File: config.mk
export PLATFORM = sky130hd
export DESIGN_NAME = snoop_mesi_cluster
export DESIGN_NICKNAME = d
export VERILOG_FILES = /design/src/rtl/mesi_pkg.sv /design/src/rtl/mesi_arb.sv /design/src/rtl/mesi_cache.sv /design/src/rtl/snoop_mesi_cluster.sv
export SDC_FILE = /design/constraint.sdc
export NUM_CORES = 1
export LEC_CHECK = 0
export BUFFER_PORTS_ARGS = -buffer_cell sky130_fd_sc_hd__buf_2
export CAP_MARGIN = 10
export CORE_MARGIN = 3
export CORE_UTILIZATION = 50
export CTS_CLUSTER_SIZE = 16
export DETAILED_ROUTE_END_ITERATION = 8
export GPL_TIMING_DRIVEN = 0
export PLACE_DENSITY = 0.69
export SLEW_MARGIN = 20
export SYNTH_ARGS = -nofsm -noshare
export SYNTH_HDL_FRONTEND = slang
export SYNTH_SLANG_ARGS = --single-unit
File: constraint.sdc
create_clock -name clk_i -period 2.8 [get_ports clk_i]
set_input_delay 0.14 -clock clk_i [delete_from_list [all_inputs] [get_ports clk_i]]
set_output_delay 0.14 -clock clk_i [all_outputs]
set_load 0.05 [all_outputs]
File: src/rtl/mesi_pkg.sv
package mesi_pkg;
  typedef enum logic [1:0] {
    ST_I = 2'd0,
    ST_S = 2'd1,
    ST_E = 2'd2,
    ST_M = 2'd3
  } mesi_e;

  typedef enum logic [2:0] {
    CMD_NONE = 3'd0,
    CMD_RD   = 3'd1,
    CMD_RDX  = 3'd2,
    CMD_INV  = 3'd3,
    CMD_WB   = 3'd4,
    CMD_WRT  = 3'd5
  } bus_cmd_e;
endpackage

File: src/rtl/mesi_arb.sv
module mesi_arb #(
  parameter int N = 2
) (
  input  logic         clk_i,
  input  logic         rst_ni,
  input  logic [N-1:0] req_i,
  output logic [N-1:0] gnt_o
);
  always_comb begin
    gnt_o = '0;
    for (int i = N - 1; i >= 0; i--) begin
      if (req_i[i]) gnt_o = N'(1) << i;
    end
  end

  assert_gnt_onehot_R10: assert property (@(posedge clk_i) disable iff (!rst_ni)
    $onehot0(gnt_o));
  assert_gnt_needs_req_R10: assert property (@(posedge clk_i) disable iff (!rst_ni)
    (gnt_o & ~req_i) == '0);
  assert_gnt_lowest_R10: assert property (@(posedge clk_i) disable iff (!rst_ni)
    (|gnt_o) |-> (((gnt_o - N'(1)) & req_i) == '0));
  assert_gnt_live_R10: assert property (@(posedge clk_i) disable iff (!rst_ni)
    (|req_i) |-> (|gnt_o));
endmodule

File: src/rtl/mesi_cache.sv
module mesi_cache
  import mesi_pkg::*;
#(
  parameter int INDEX_W = 1,
  parameter int TAG_W   = 2,
  parameter int DATA_W  = 8,
  localparam int ADDR_W = INDEX_W + TAG_W
) (
  input  logic              clk_i,
  input  logic              rst_ni,
  input  logic              wr_alloc_i,
  input  logic              cpu_req_i,
  input  logic              cpu_we_i,
  input  logic [ADDR_W-1:0] cpu_addr_i,
  input  logic [DATA_W-1:0] cpu_wdata_i,
  output logic              cpu_done_o,
  output logic [DATA_W-1:0] cpu_rdata_o,
  output logic              bus_req_o,
  output bus_cmd_e          bus_cmd_o,
  output logic [ADDR_W-1:0] bus_addr_o,
  output logic [DATA_W-1:0] bus_wdata_o,
  input  logic              gnt_i,
  input  logic              bus_valid_i,
  input  bus_cmd_e          bus_cmd_i,
  input  logic [ADDR_W-1:0] bus_addr_i,
  input  logic [DATA_W-1:0] bus_fill_i,
  input  logic              bus_shared_i,
  output logic              snp_hit_o,
  output logic              snp_flush_o,
  output logic [DATA_W-1:0] snp_data_o,
  input  logic [INDEX_W-1:0] probe_idx_i,
  output mesi_e             probe_state_o,
  output logic [TAG_W-1:0]  probe_tag_o
);
  localparam int LINES = 1 << INDEX_W;

  typedef enum logic [1:0] {F_IDLE, F_LOOK, F_BUS} fsm_e;

  fsm_e              fsm_q;
  mesi_e             st_q  [LINES];
  logic [TAG_W-1:0]  tag_q [LINES];
  logic [DATA_W-1:0] dat_q [LINES];
  logic              rq_we, rq_wa;
  logic [ADDR_W-1:0] rq_addr;
  logic [DATA_W-1:0] rq_wdata;
  bus_cmd_e          cmd_q;

  logic [INDEX_W-1:0] rq_idx, snp_idx;
  logic [TAG_W-1:0]   rq_tag, snp_tag;
  mesi_e              cur_st;
  logic               hit, snp_act, snp_hit, conflict;

  assign rq_idx  = rq_addr[INDEX_W-1:0];
  assign rq_tag  = rq_addr[ADDR_W-1:INDEX_W];
  assign snp_idx = bus_addr_i[INDEX_W-1:0];
  assign snp_tag = bus_addr_i[ADDR_W-1:INDEX_W];
  assign cur_st  = st_q[rq_idx];
  assign hit     = (cur_st != ST_I) && (tag_q[rq_idx] == rq_tag);

  // snoop only transactions owned by another cache
  assign snp_act  = bus_valid_i && !gnt_i;
  assign snp_hit  = snp_act && (st_q[snp_idx] != ST_I) && (tag_q[snp_idx] == snp_tag);
  // another cache touched our pending index: re-evaluate
  assign conflict = snp_act && (snp_idx == rq_idx);

  assign snp_hit_o   = snp_hit && (bus_cmd_i == CMD_RD);
  assign snp_flush_o = snp_hit && (st_q[snp_idx] == ST_M) &&
                       ((bus_cmd_i == CMD_RD) || (bus_cmd_i == CMD_RDX));
  assign snp_data_o  = dat_q[snp_idx];

  assign bus_req_o   = (fsm_q == F_BUS);
  assign bus_cmd_o   = (fsm_q == F_BUS) ? cmd_q : CMD_NONE;
  assign bus_addr_o  = (cmd_q == CMD_WB) ? {tag_q[rq_idx], rq_idx} : rq_addr;
  assign bus_wdata_o = (cmd_q == CMD_WB) ? dat_q[rq_idx] : rq_wdata;

  assign probe_state_o = st_q[probe_idx_i];
  assign probe_tag_o   = tag_q[probe_idx_i];

  always_ff @(posedge clk_i or negedge rst_ni) begin
    if (!rst_ni) begin
      fsm_q       <= F_IDLE;
      cmd_q       <= CMD_NONE;
      rq_we       <= 1'b0;
      rq_wa       <= 1'b0;
      rq_addr     <= '0;
      rq_wdata    <= '0;
      cpu_done_o  <= 1'b0;
      cpu_rdata_o <= '0;
      for (int i = 0; i < LINES; i++) begin
        st_q[i]  <= ST_I;
        tag_q[i] <= '0;
        dat_q[i] <= '0;
      end
    end else begin
      cpu_done_o <= 1'b0;
      if (snp_hit) begin
        unique case (bus_cmd_i)
          CMD_RD:                    st_q[snp_idx] <= ST_S;
          CMD_RDX, CMD_INV, CMD_WRT: st_q[snp_idx] <= ST_I;
          default: ;
        endcase
      end
      unique case (fsm_q)
        F_IDLE: begin
          if (cpu_req_i) begin
            rq_we    <= cpu_we_i;
            rq_wa    <= wr_alloc_i;
            rq_addr  <= cpu_addr_i;
            rq_wdata <= cpu_wdata_i;
            fsm_q    <= F_LOOK;
          end
        end
        F_LOOK: begin
          if (!conflict) begin
            if (hit) begin
              if (!rq_we) begin
                cpu_rdata_o <= dat_q[rq_idx];
                cpu_done_o  <= 1'b1;
                fsm_q       <= F_IDLE;
              end else if (cur_st != ST_S) begin
                dat_q[rq_idx] <= rq_wdata;
                st_q[rq_idx]  <= ST_M;
                cpu_done_o    <= 1'b1;
                fsm_q         <= F_IDLE;
              end else begin
                cmd_q <= CMD_INV;
                fsm_q <= F_BUS;
              end
            end else if (rq_we && !rq_wa) begin
              cmd_q <= CMD_WRT;
              fsm_q <= F_BUS;
            end else if (cur_st == ST_M) begin
              cmd_q <= CMD_WB;
              fsm_q <= F_BUS;
            end else begin
              cmd_q <= rq_we ? CMD_RDX : CMD_RD;
              fsm_q <= F_BUS;
            end
          end
        end
        F_BUS: begin
          if (gnt_i) begin
            unique case (cmd_q)
              CMD_WB: begin
                st_q[rq_idx] <= ST_I;
                fsm_q        <= F_LOOK;
              end
              CMD_RD: begin
                tag_q[rq_idx] <= rq_tag;
                dat_q[rq_idx] <= bus_fill_i;
                st_q[rq_idx]  <= bus_shared_i ? ST_S : ST_E;
                cpu_rdata_o   <= bus_fill_i;
                cpu_done_o    <= 1'b1;
                fsm_q         <= F_IDLE;
              end
              CMD_RDX: begin
                tag_q[rq_idx] <= rq_tag;
                dat_q[rq_idx] <= rq_wdata;
                st_q[rq_idx]  <= ST_M;
                cpu_done_o    <= 1'b1;
                fsm_q         <= F_IDLE;
              end
              CMD_INV: begin
                dat_q[rq_idx] <= rq_wdata;
                st_q[rq_idx]  <= ST_M;
                cpu_done_o    <= 1'b1;
                fsm_q         <= F_IDLE;
              end
              default: begin
                cpu_done_o <= 1'b1;
                fsm_q      <= F_IDLE;
              end
            endcase
          end else if (conflict) begin
            fsm_q <= F_LOOK;
          end
        end
        default: fsm_q <= F_IDLE;
      endcase
    end
  end

  assert_fill_state_R2: assert property (@(posedge clk_i) disable iff (!rst_ni)
    (gnt_i && bus_cmd_o == CMD_RD) |=>
      (st_q[rq_idx] == ($past(bus_shared_i) ? ST_S : ST_E)));
  assert_silent_upgrade_R6: assert property (@(posedge clk_i) disable iff (!rst_ni)
    (fsm_q == F_LOOK && !conflict && hit && rq_we && cur_st == ST_E) |=>
      (st_q[rq_idx] == ST_M && !bus_req_o && cpu_done_o));
  assert_req_hold_R10: assert property (@(posedge clk_i) disable iff (!rst_ni)
    (bus_req_o && !gnt_i && !conflict) |=>
      (bus_req_o && $stable(bus_addr_o) && $stable(bus_cmd_o)));
  assert_snoop_read_shared_R3: assert property (@(posedge clk_i) disable iff (!rst_ni)
    snp_hit_o |=> (st_q[$past(snp_idx)] == ST_S));
  assert_ownership_R7: assert property (@(posedge clk_i) disable iff (!rst_ni)
    (gnt_i && (bus_cmd_o == CMD_RDX || bus_cmd_o == CMD_INV)) |=>
      (st_q[rq_idx] == ST_M && dat_q[rq_idx] == rq_wdata));
endmodule

File: src/rtl/snoop_mesi_cluster.sv
module snoop_mesi_cluster
  import mesi_pkg::*;
#(
  parameter int NC      = 2,
  parameter int INDEX_W = 1,
  parameter int TAG_W   = 2,
  parameter int DATA_W  = 8,
  localparam int ADDR_W = INDEX_W + TAG_W,
  localparam int SRC_W  = (NC > 1) ? $clog2(NC) : 1
) (
  input  logic                 clk_i,
  input  logic                 rst_ni,
  input  logic                 wr_alloc_i,
  input  logic [NC-1:0]        cpu_req_i,
  input  logic [NC-1:0]        cpu_we_i,
  input  logic [NC*ADDR_W-1:0] cpu_addr_i,
  input  logic [NC*DATA_W-1:0] cpu_wdata_i,
  output logic [NC-1:0]        cpu_done_o,
  output logic [NC*DATA_W-1:0] cpu_rdata_o,
  output logic                 bus_valid_o,
  output logic [2:0]           bus_cmd_o,
  output logic [SRC_W-1:0]     bus_src_o,
  output logic [ADDR_W-1:0]    bus_addr_o,
  output logic                 bus_shared_o,
  output logic                 mem_we_o,
  output logic [ADDR_W-1:0]    mem_addr_o,
  output logic [DATA_W-1:0]    mem_wdata_o,
  input  logic [DATA_W-1:0]    mem_rdata_i,
  input  logic [INDEX_W-1:0]   probe_idx_i,
  output logic [2*NC-1:0]      probe_state_o,
  output logic [NC*TAG_W-1:0]  probe_tag_o
);
  logic [NC-1:0]     req, gnt, shr, flu;
  bus_cmd_e          c_cmd  [NC];
  logic [ADDR_W-1:0] c_addr [NC];
  logic [DATA_W-1:0] c_wd   [NC];
  logic [DATA_W-1:0] c_sd   [NC];
  mesi_e             c_pst  [NC];

  bus_cmd_e          b_cmd;
  logic [ADDR_W-1:0] b_addr;
  logic [DATA_W-1:0] b_wd, f_dat, fill;
  logic              any_flush;

  mesi_arb #(.N(NC)) u_arb (
    .clk_i (clk_i),
    .rst_ni(rst_ni),
    .req_i (req),
    .gnt_o (gnt)
  );

  always_comb begin
    b_cmd     = CMD_NONE;
    b_addr    = '0;
    b_wd      = '0;
    bus_src_o = '0;
    f_dat     = '0;
    for (int i = 0; i < NC; i++) begin
      if (gnt[i]) begin
        b_cmd     = c_cmd[i];
        b_addr    = c_addr[i];
        b_wd      = c_wd[i];
        bus_src_o = SRC_W'(i);
      end
      if (flu[i]) f_dat = c_sd[i];
    end
  end

  assign bus_valid_o  = |gnt;
  assign bus_cmd_o    = b_cmd;
  assign bus_addr_o   = b_addr;
  assign bus_shared_o = |shr;
  assign any_flush    = |flu;
  assign fill         = any_flush ? f_dat : mem_rdata_i;
  assign mem_addr_o   = b_addr;
  assign mem_we_o     = bus_valid_o && ((b_cmd == CMD_WB) || (b_cmd == CMD_WRT) || any_flush);
  assign mem_wdata_o  = any_flush ? f_dat : b_wd;

  for (genvar g = 0; g < NC; g++) begin : g_cache
    mesi_cache #(
      .INDEX_W(INDEX_W),
      .TAG_W  (TAG_W),
      .DATA_W (DATA_W)
    ) u_cache (
      .clk_i        (clk_i),
      .rst_ni       (rst_ni),
      .wr_alloc_i   (wr_alloc_i),
      .cpu_req_i    (cpu_req_i[g]),
      .cpu_we_i     (cpu_we_i[g]),
      .cpu_addr_i   (cpu_addr_i[g*ADDR_W +: ADDR_W]),
      .cpu_wdata_i  (cpu_wdata_i[g*DATA_W +: DATA_W]),
      .cpu_done_o   (cpu_done_o[g]),
      .cpu_rdata_o  (cpu_rdata_o[g*DATA_W +: DATA_W]),
      .bus_req_o    (req[g]),
      .bus_cmd_o    (c_cmd[g]),
      .bus_addr_o   (c_addr[g]),
      .bus_wdata_o  (c_wd[g]),
      .gnt_i        (gnt[g]),
      .bus_valid_i  (bus_valid_o),
      .bus_cmd_i    (b_cmd),
      .bus_addr_i   (b_addr),
      .bus_fill_i   (fill),
      .bus_shared_i (bus_shared_o),
      .snp_hit_o    (shr[g]),
      .snp_flush_o  (flu[g]),
      .snp_data_o   (c_sd[g]),
      .probe_idx_i  (probe_idx_i),
      .probe_state_o(c_pst[g]),
      .probe_tag_o  (probe_tag_o[g*TAG_W +: TAG_W])
    );
    assign probe_state_o[2*g +: 2] = c_pst[g];
  end

  assert_single_owner_R4: assert property (@(posedge clk_i) disable iff (!rst_ni)
    $onehot0(flu));
  assert_flush_is_shared_R4: assert property (@(posedge clk_i) disable iff (!rst_ni)
    (any_flush && b_cmd == CMD_RD) |-> bus_shared_o);
  assert_no_snoop_idle_R10: assert property (@(posedge clk_i) disable iff (!rst_ni)
    !bus_valid_o |-> (shr == '0 && flu == '0));
endmodule

; Word level (Yosys, flattened, before mapping)
; Cells that the tools add are included.
[op_classes]
n_addsub = 0
mul = 0
div_mod_pow = 0
order_cmp = 7
eq_ne = 53
shift = 0
n_mux = 174
n_bitwise = 20
n_reduce_logical = 57
[ops]
columns = cell, count
row1 = 2-to-1 mux 8 bit, 32
row2 = 2-to-1 mux 16 bit, 10
row3 = one-hot mux 16 bit (2 select lines), 4
row4 = 2-to-1 mux 2 bit, 58
row5 = bitwise mux 16 bit, 4
row6 = 2-to-1 mux 3 bit, 18
row7 = 2-to-1 mux 4 bit, 12
row8 = one-hot mux 4 bit (2 select lines), 4
row9 = one-hot mux 8 bit (2 select lines), 2
row10 = inequality test 2 bit (second input constant), 12
row11 = one-hot mux 4 bit (3 select lines), 2
row12 = logical AND 1 bit, 22
row13 = inequality test 2 x 1 -> 1 bit (second input constant), 10
row14 = equality test 3 x 2 -> 1 bit (second input constant), 6
row15 = AND 4 bit, 4
row16 = bitwise mux 4 bit, 4
row17 = demux 8 bit (select 1 bit), 2
row18 = 2-to-1 mux 1 bit, 15
row19 = AND reduction 7 bit, 2
row20 = OR reduction 2 bit, 7
row21 = equality test 2 bit (second input constant), 6
row22 = equality test 3 bit (second input constant), 4
row23 = inequality test 3 bit (second input constant), 4
row24 = NOT 4 bit, 3
row25 = 24 further kinds, 64
[totals]
register_bits = 102
latch_bits = 0
ram_bits = 0
rom_bits = 0
output_inout_bits = 47
elab_cells = 339
memories = 0

; Depth between registers and ports, before layout
[depth]
word_depth = 23
mapped_depth = 14

; Cells and area by module
; From an unflattened synthesis, not the netlist that was laid out.
[hier_totals]
hier_cells = 730
area_unflattened_um2 = 7141.8
[by_module_without_submodules]
columns = module, instances, cells_per_inst, area_each_um2
row1 = mesi_cache (g_cache[1].u_cache), 1, 342, 3330.7
row2 = mesi_cache (g_cache[0].u_cache), 1, 308, 3181.8
row3 = snoop_mesi_cluster, 1, 78, 608.1
row4 = mesi_arb, 1, 2, 21.3

; Worst setup path after synthesis
; OpenSTA, ideal clock, no wires.
[synth_path]
path_type = reg2out
start = register g_cache[0].u_cache.fsm_q[0]
end = output mem_wdata_o[0]
t_arrival_ns = 3.491
slack_ns = -0.831
stages_incl_launch_ff = 13
path_buffers = 2
cell_sequence = dfrtp_1 -> inv_1 -> ha_1 -> clkbuf_1 -> nand2_1 -> o21ai_1 -> xnor2_1 -> o211ai_1 -> nor3_4 -> buf_2 -> nand3_1 -> nand3b_1 -> o21a_1
[synth_between]
word_cells_on_any_way = 54
classes_between = eq/ne: 7 / mux: 29 / bitwise: 1 / reduce/logical: 17
[synth_rtl]
columns = item, line
row1 = "start, declared", mesi_cache.sv:39  ; fsm_e fsm_q;
row2 = "start signal, assigned", mesi_cache.sv:81  ; fsm_q <= F_IDLE;
row3 = "start signal, assigned", mesi_cache.sv:110  ; fsm_q <= F_LOOK;
row4 = "start signal, assigned", mesi_cache.sv:119  ; fsm_q <= F_IDLE;
row5 = equality test 2 bit *, "mesi_cache.sv:71, mesi_cache.sv:72"
row6 = 2-to-1 mux 3 bit / 2-to-1 mux 2 bit (equally long branches), "mesi_cache.sv:72, mesi_arb.sv:12"
row7 = 2-to-1 mux 3 bit, snoop_mesi_cluster.sv:59  ; if (gnt[i]) begin
row8 = 2-to-1 mux 3 bit *, snoop_mesi_cluster.sv:59
row9 = via bus_cmd_o[0], snoop_mesi_cluster.sv:21  ; output logic [2:0] bus_cmd_o,
row10 = equality test 3 x 1 -> 1 bit / equality test 3 x 2 -> 1 bit (equally long branches), mesi_cache.sv:68  ; ((bus_cmd_i == CMD_RD) || (bus_cmd_i == CMD_RDX));
row11 = logical OR 1 bit *, mesi_cache.sv:68
row12 = logical AND 1 bit, mesi_cache.sv:67  ; assign snp_flush_o = snp_hit && (st_q[snp_idx] == ST_M) &&
row13 = 2-to-1 mux 8 bit (2 in series), snoop_mesi_cluster.sv:65  ; if (flu[i]) f_dat = c_sd[i];
row14 = 2-to-1 mux 8 bit *, snoop_mesi_cluster.sv:77  ; assign mem_wdata_o = any_flush ? f_dat : b_wd;
row15 = "end, declared", snoop_mesi_cluster.sv:27  ; output logic [DATA_W-1:0] mem_wdata_o,
; The timed path passes the listed nets; every way through them passes the cells marked *. The select of a mux whose other input is x is not followed.

; Final worst setup path
[layout_path]
start = register g_cache[0].u_cache.cmd_q[0]
end = output mem_wdata_o[2]
[layout_between]
elab_chain_len = 11
word_cells_on_any_way = 25
classes_between = eq/ne: 5 / mux: 12 / reduce/logical: 8
[layout_rtl]
columns = item, line
row1 = "start, declared", mesi_cache.sv:46  ; bus_cmd_e cmd_q;
row2 = "start signal, assigned", mesi_cache.sv:136  ; cmd_q <= rq_we ? CMD_RDX : CMD_RD;
row3 = equality test 3 bit, "mesi_cache.sv:73, mesi_cache.sv:74"
row4 = 2-to-1 mux 3 bit, mesi_cache.sv:73  ; assign bus_addr_o = (cmd_q == CMD_WB) ? {tag_q[rq_idx], rq_idx} : rq_addr;
row5 = 2-to-1 mux 3 bit (2 in series), snoop_mesi_cluster.sv:59
row6 = equality test 2 bit, mesi_cache.sv:62  ; assign snp_hit = snp_act && (st_q[snp_idx] != ST_I) && (tag_q[snp_idx] == snp_tag);
row7 = logical AND 1 bit, mesi_cache.sv:62
row8 = logical AND 1 bit (2 in series), mesi_cache.sv:67
row9 = 2-to-1 mux 8 bit (2 in series), snoop_mesi_cluster.sv:65
row10 = 2-to-1 mux 8 bit *, snoop_mesi_cluster.sv:77
; Mark *: on every way between the ends. The rest lies on a longest branch, timed or not.

==> flow_summary.yaml <==
status:
  status: "complete, but fails checks"
  failed_checks: "setup timing"
final_layout:
  layout-drive-gt1-share: 0.384
  final_cell_area_um2: 9500
  fin_nets: 943
  layout.cells.non_filler: 1076
  syn_to_final_growth_pct: 35.2
  layout_common_cells: "dfrtp_1, buf_2, nand2_1"
  mostFrequentLayoutCell: "dfrtp_1"
  antennaDiodeCount: 0
  postLayoutCoreUtil: 0.703
hold_path:
  holdCritPathClass: "primary input to register"
  hold_path.startpoint: "cpu_wdata_i[5]"
detailed_routing:
  avgRoutedWirePerCell_um: 23.3
  drt_iter0_markers: 987
  avgViaCountPerCell: 6.57
  firstDrtPassIters: 5
  totalWireLength_um: 25000
  drc_errors: 0
  detail-route-antenna-nets: 0
  num_vias: 7067
pwr:
  seq_power_share: 0.239
  p_per_area_nw_per_um2: 1250
  switching_share: 0.500
  p_switching_mw: 5.94
  vdd_drop_max_uv: 671
  p_int_mw: 5.95
  finalPower_mw: 11.9
  p_leak_nw: 4.20
  power_frac_clock: 0.106
  pwr-share-comb: 0.655
floorplan:
  die_h_um: 125
  core-area_um2: 13500
  start_util: 0.520
  io_pins: 85
  dieArea_um2: 15500
  num_rows: 42
  fp.dieW_um: 125
worst_setup_path:
  cp-end-kind: "output pin"
  required_ps: 2660
  crit_path_start_kind: "register"
  critPathMaxFanout: 10
  critPathArrivalTime_ps: 3130
  critPathKind: "register to output pin"
  r2r-start: "g_cache[0].u_cache.fsm_q[0]"
  crit_path_start: "g_cache[0].u_cache.cmd_q[0]"
clocking:
  clk_latency_ps: 370
  clockBufferDepth: 2
  root_buffer: "clkbuf_16"
  clkSinkCount: 102
  cts_buffers: 9
  cts_tree: "built"
  htreeDepth: 3
  clkSlewWorstSetupHoldPaths_ps: 80
sta:
  finalCriticalPeriod_ps: 3270
  maxSlewViolCount: 0
  tns_ps: -19160
  hold_ws_ps: 0.0936
  hold_violations: 0
  worst_pin_slew_ps: 983
  post-route-period-util: 1.17
  clock_skew_ps: 9.21
  rsz0062_at_grt: "true"
  max_freq_mhz: 306
  slew_headroom: 0.343
  fin_ws_ps: -465
  setup_viol: 66
synth:
  yosysSeqAreaShare: 0.364
  syn_inst: 730
  synth_enable_flop_cells: 0
  synthArstFlopShare: 1.00
  ys_types: 77
  syn_area_um2: 7020
  ys_ff_latch: 102
  yosysWarnings: 0
  syn_avg_cell_area_um2: 9.62
  syn_nets: 777
  synth_ff_type: "dfrtp_1"
placed_design:
  place.gp.congestion: 0.914
  dpl.cell_count: 990
  numPortBuffers: 83
  hpwl_um: 16900
  placedInstanceArea_um2: 7910
  place_ws_ps: -821
global_routing:
  track_usage: 0.307
  grt_max_degree: 67
  grt_pass1_wl_um: 38100
  grt_overflow: 0
  antenna_found_initial: 0
  grt_pass1_vias: 6899
flow_run:
  maxCapViolations: 0
cell usage after synthesis (all sizes together) (4+ instances only):
master / n / area [um2]
o22ai: 4 / 37.5
nor2: 47 / 186
clkbuf: 25 / 93.8
nand2: 73 / 277
nand2b: 5 / 31.3
buf: 25 / 156
a221o: 40 / 400
nor3: 9 / 87.6
xnor2: 8 / 77.6
dfrtp: 102 / 2550
a22o: 32 / 280
nor2b: 6 / 37.5
nor3b: 5 / 65.1
a31oi: 7 / 58.8
o211ai: 4 / 30.0
xor2: 5 / 43.8
o41ai: 4 / 42.6
ha: 9 / 113
nand3: 29 / 150
mux2i: 25 / 250
nand3b: 11 / 133
and3: 6 / 37.5
mux2: 56 / 634
o21a: 11 / 82.6
o221a: 9 / 101
inv: 20 / 75.1
a21oi: 38 / 194
o21ai: 44 / 220
o221ai: 9 / 78.8
a21o: 10 / 75.1
flip-flops by register name, indices dropped and copies added (netlist names):
name                         cells
g_cache.u_cache.rq_addr          6
g_cache.u_cache.tag_q            8
g_cache.u_cache.fsm_q            4
g_cache.u_cache.dat_q           32
g_cache.u_cache.cmd_q            6
g_cache.u_cache.rq_we            2
g_cache.u_cache.rq_wdata        16
g_cache.u_cache.st_q             8
g_cache.u_cache.cpu_rdata_o     16
g_cache.u_cache.rq_wa            2
g_cache.u_cache.cpu_done_o       2
critical path: stages, from the launching register on:
cell,delay (ps)
dfrtp_1,390
or3b_4,420
buf_6,170
mux2i_4,200
o22ai_4,260
xnor2_4,120
nor3_4,310
buf_12,170
clkbuf_16,130
nand3_1,90
nand3b_1,190
o21a_4,170
buf_8,140
final cells by class:
| class | count | area (um2) |
|---|---|---|
| Buffer | 49 | 323 |
| Clock buffer | 9 | 225 |
| Clock inverter | 6 | 56.3 |
| Fill cell | 1036 | 4010 |
| Inverter | 20 | 82.6 |
| Multi-Input combinational cell | 558 | 4770 |
| Sequential cell | 102 | 2550 |
| Tap cell | 176 | 220 |
| Timing Repair Buffer | 156 | 1270 |
per-layer routing:
layer / track usage / wire length [um] / up-vias
met2: 0.480 / 11700 / 431
met4: 0.0793 / 597 / 0
met3: 0.0785 / 2310 / 65
met1: 0.425 / 10400 / 3460
met5: 0 / 0 / -
li1: - / - / 3111
power groups by stage:
| stage | registers (mW) | logic (mW) | clock network (mW) |
|---|---|---|---|
| floorplan | 2.88 | 4.72 | 0 |
| global placement | 2.76 | 6.33 | 0 |
| detailed placement | 2.79 | 6.46 | 0 |
| CTS | 2.79 | 7.21 | 1.25 |
| global route | 2.92 | 8.23 | 1.32 |
| finish | 2.84 | 7.79 | 1.26 |
kinds of logic (layout without fill, tap and decap cells):
| family | Yosys count | in the layout | synth area share |
|---|---|---|---|
| AOI/OAI and AO/OA | 244 | 244 | 0.268 |
| xor gates and xnor gates | 13 | 13 | 0.0173 |
| adders and majority gates | 9 | 9 | 0.0160 |
| buffers and inverters | 70 | 240 | 0.0463 |
| DFF | 102 | 102 | 0.364 |
| muxes | 81 | 81 | 0.126 |
| and+or+nand+nor | 211 | 211 | 0.163 |
timing repair:
action,4_1_cts,5_1_grt
gates cloned,1,3
pin swaps,18,35
hold endpoints to repair,37,1
buffers inserted,43,22
setup endpoints to repair,69,70
hold buffers,2,1
resized for setup,85,49
final timing paths:
| path | slack (ps) | cells after the start | end |
|---|---|---|---|
| max in group asynchronous | 1900 | 3 | g_cache[0].u_cache.cpu_rdata_o[1] |
| min reg2reg | 510 | 1 | g_cache[1].u_cache.rq_wa |
| min | 0.09 | 2 | g_cache[0].u_cache.rq_wdata[5] |
| max | -470 | 12 | mem_wdata_o[2] |
| min in group asynchronous | 240 | 2 | g_cache[1].u_cache.cmd_q[1] |
| max reg2reg | -360 | 15 | g_cache[0].u_cache.dat_q[8] |
No activity file was read; power rests on OpenSTA's default activity.
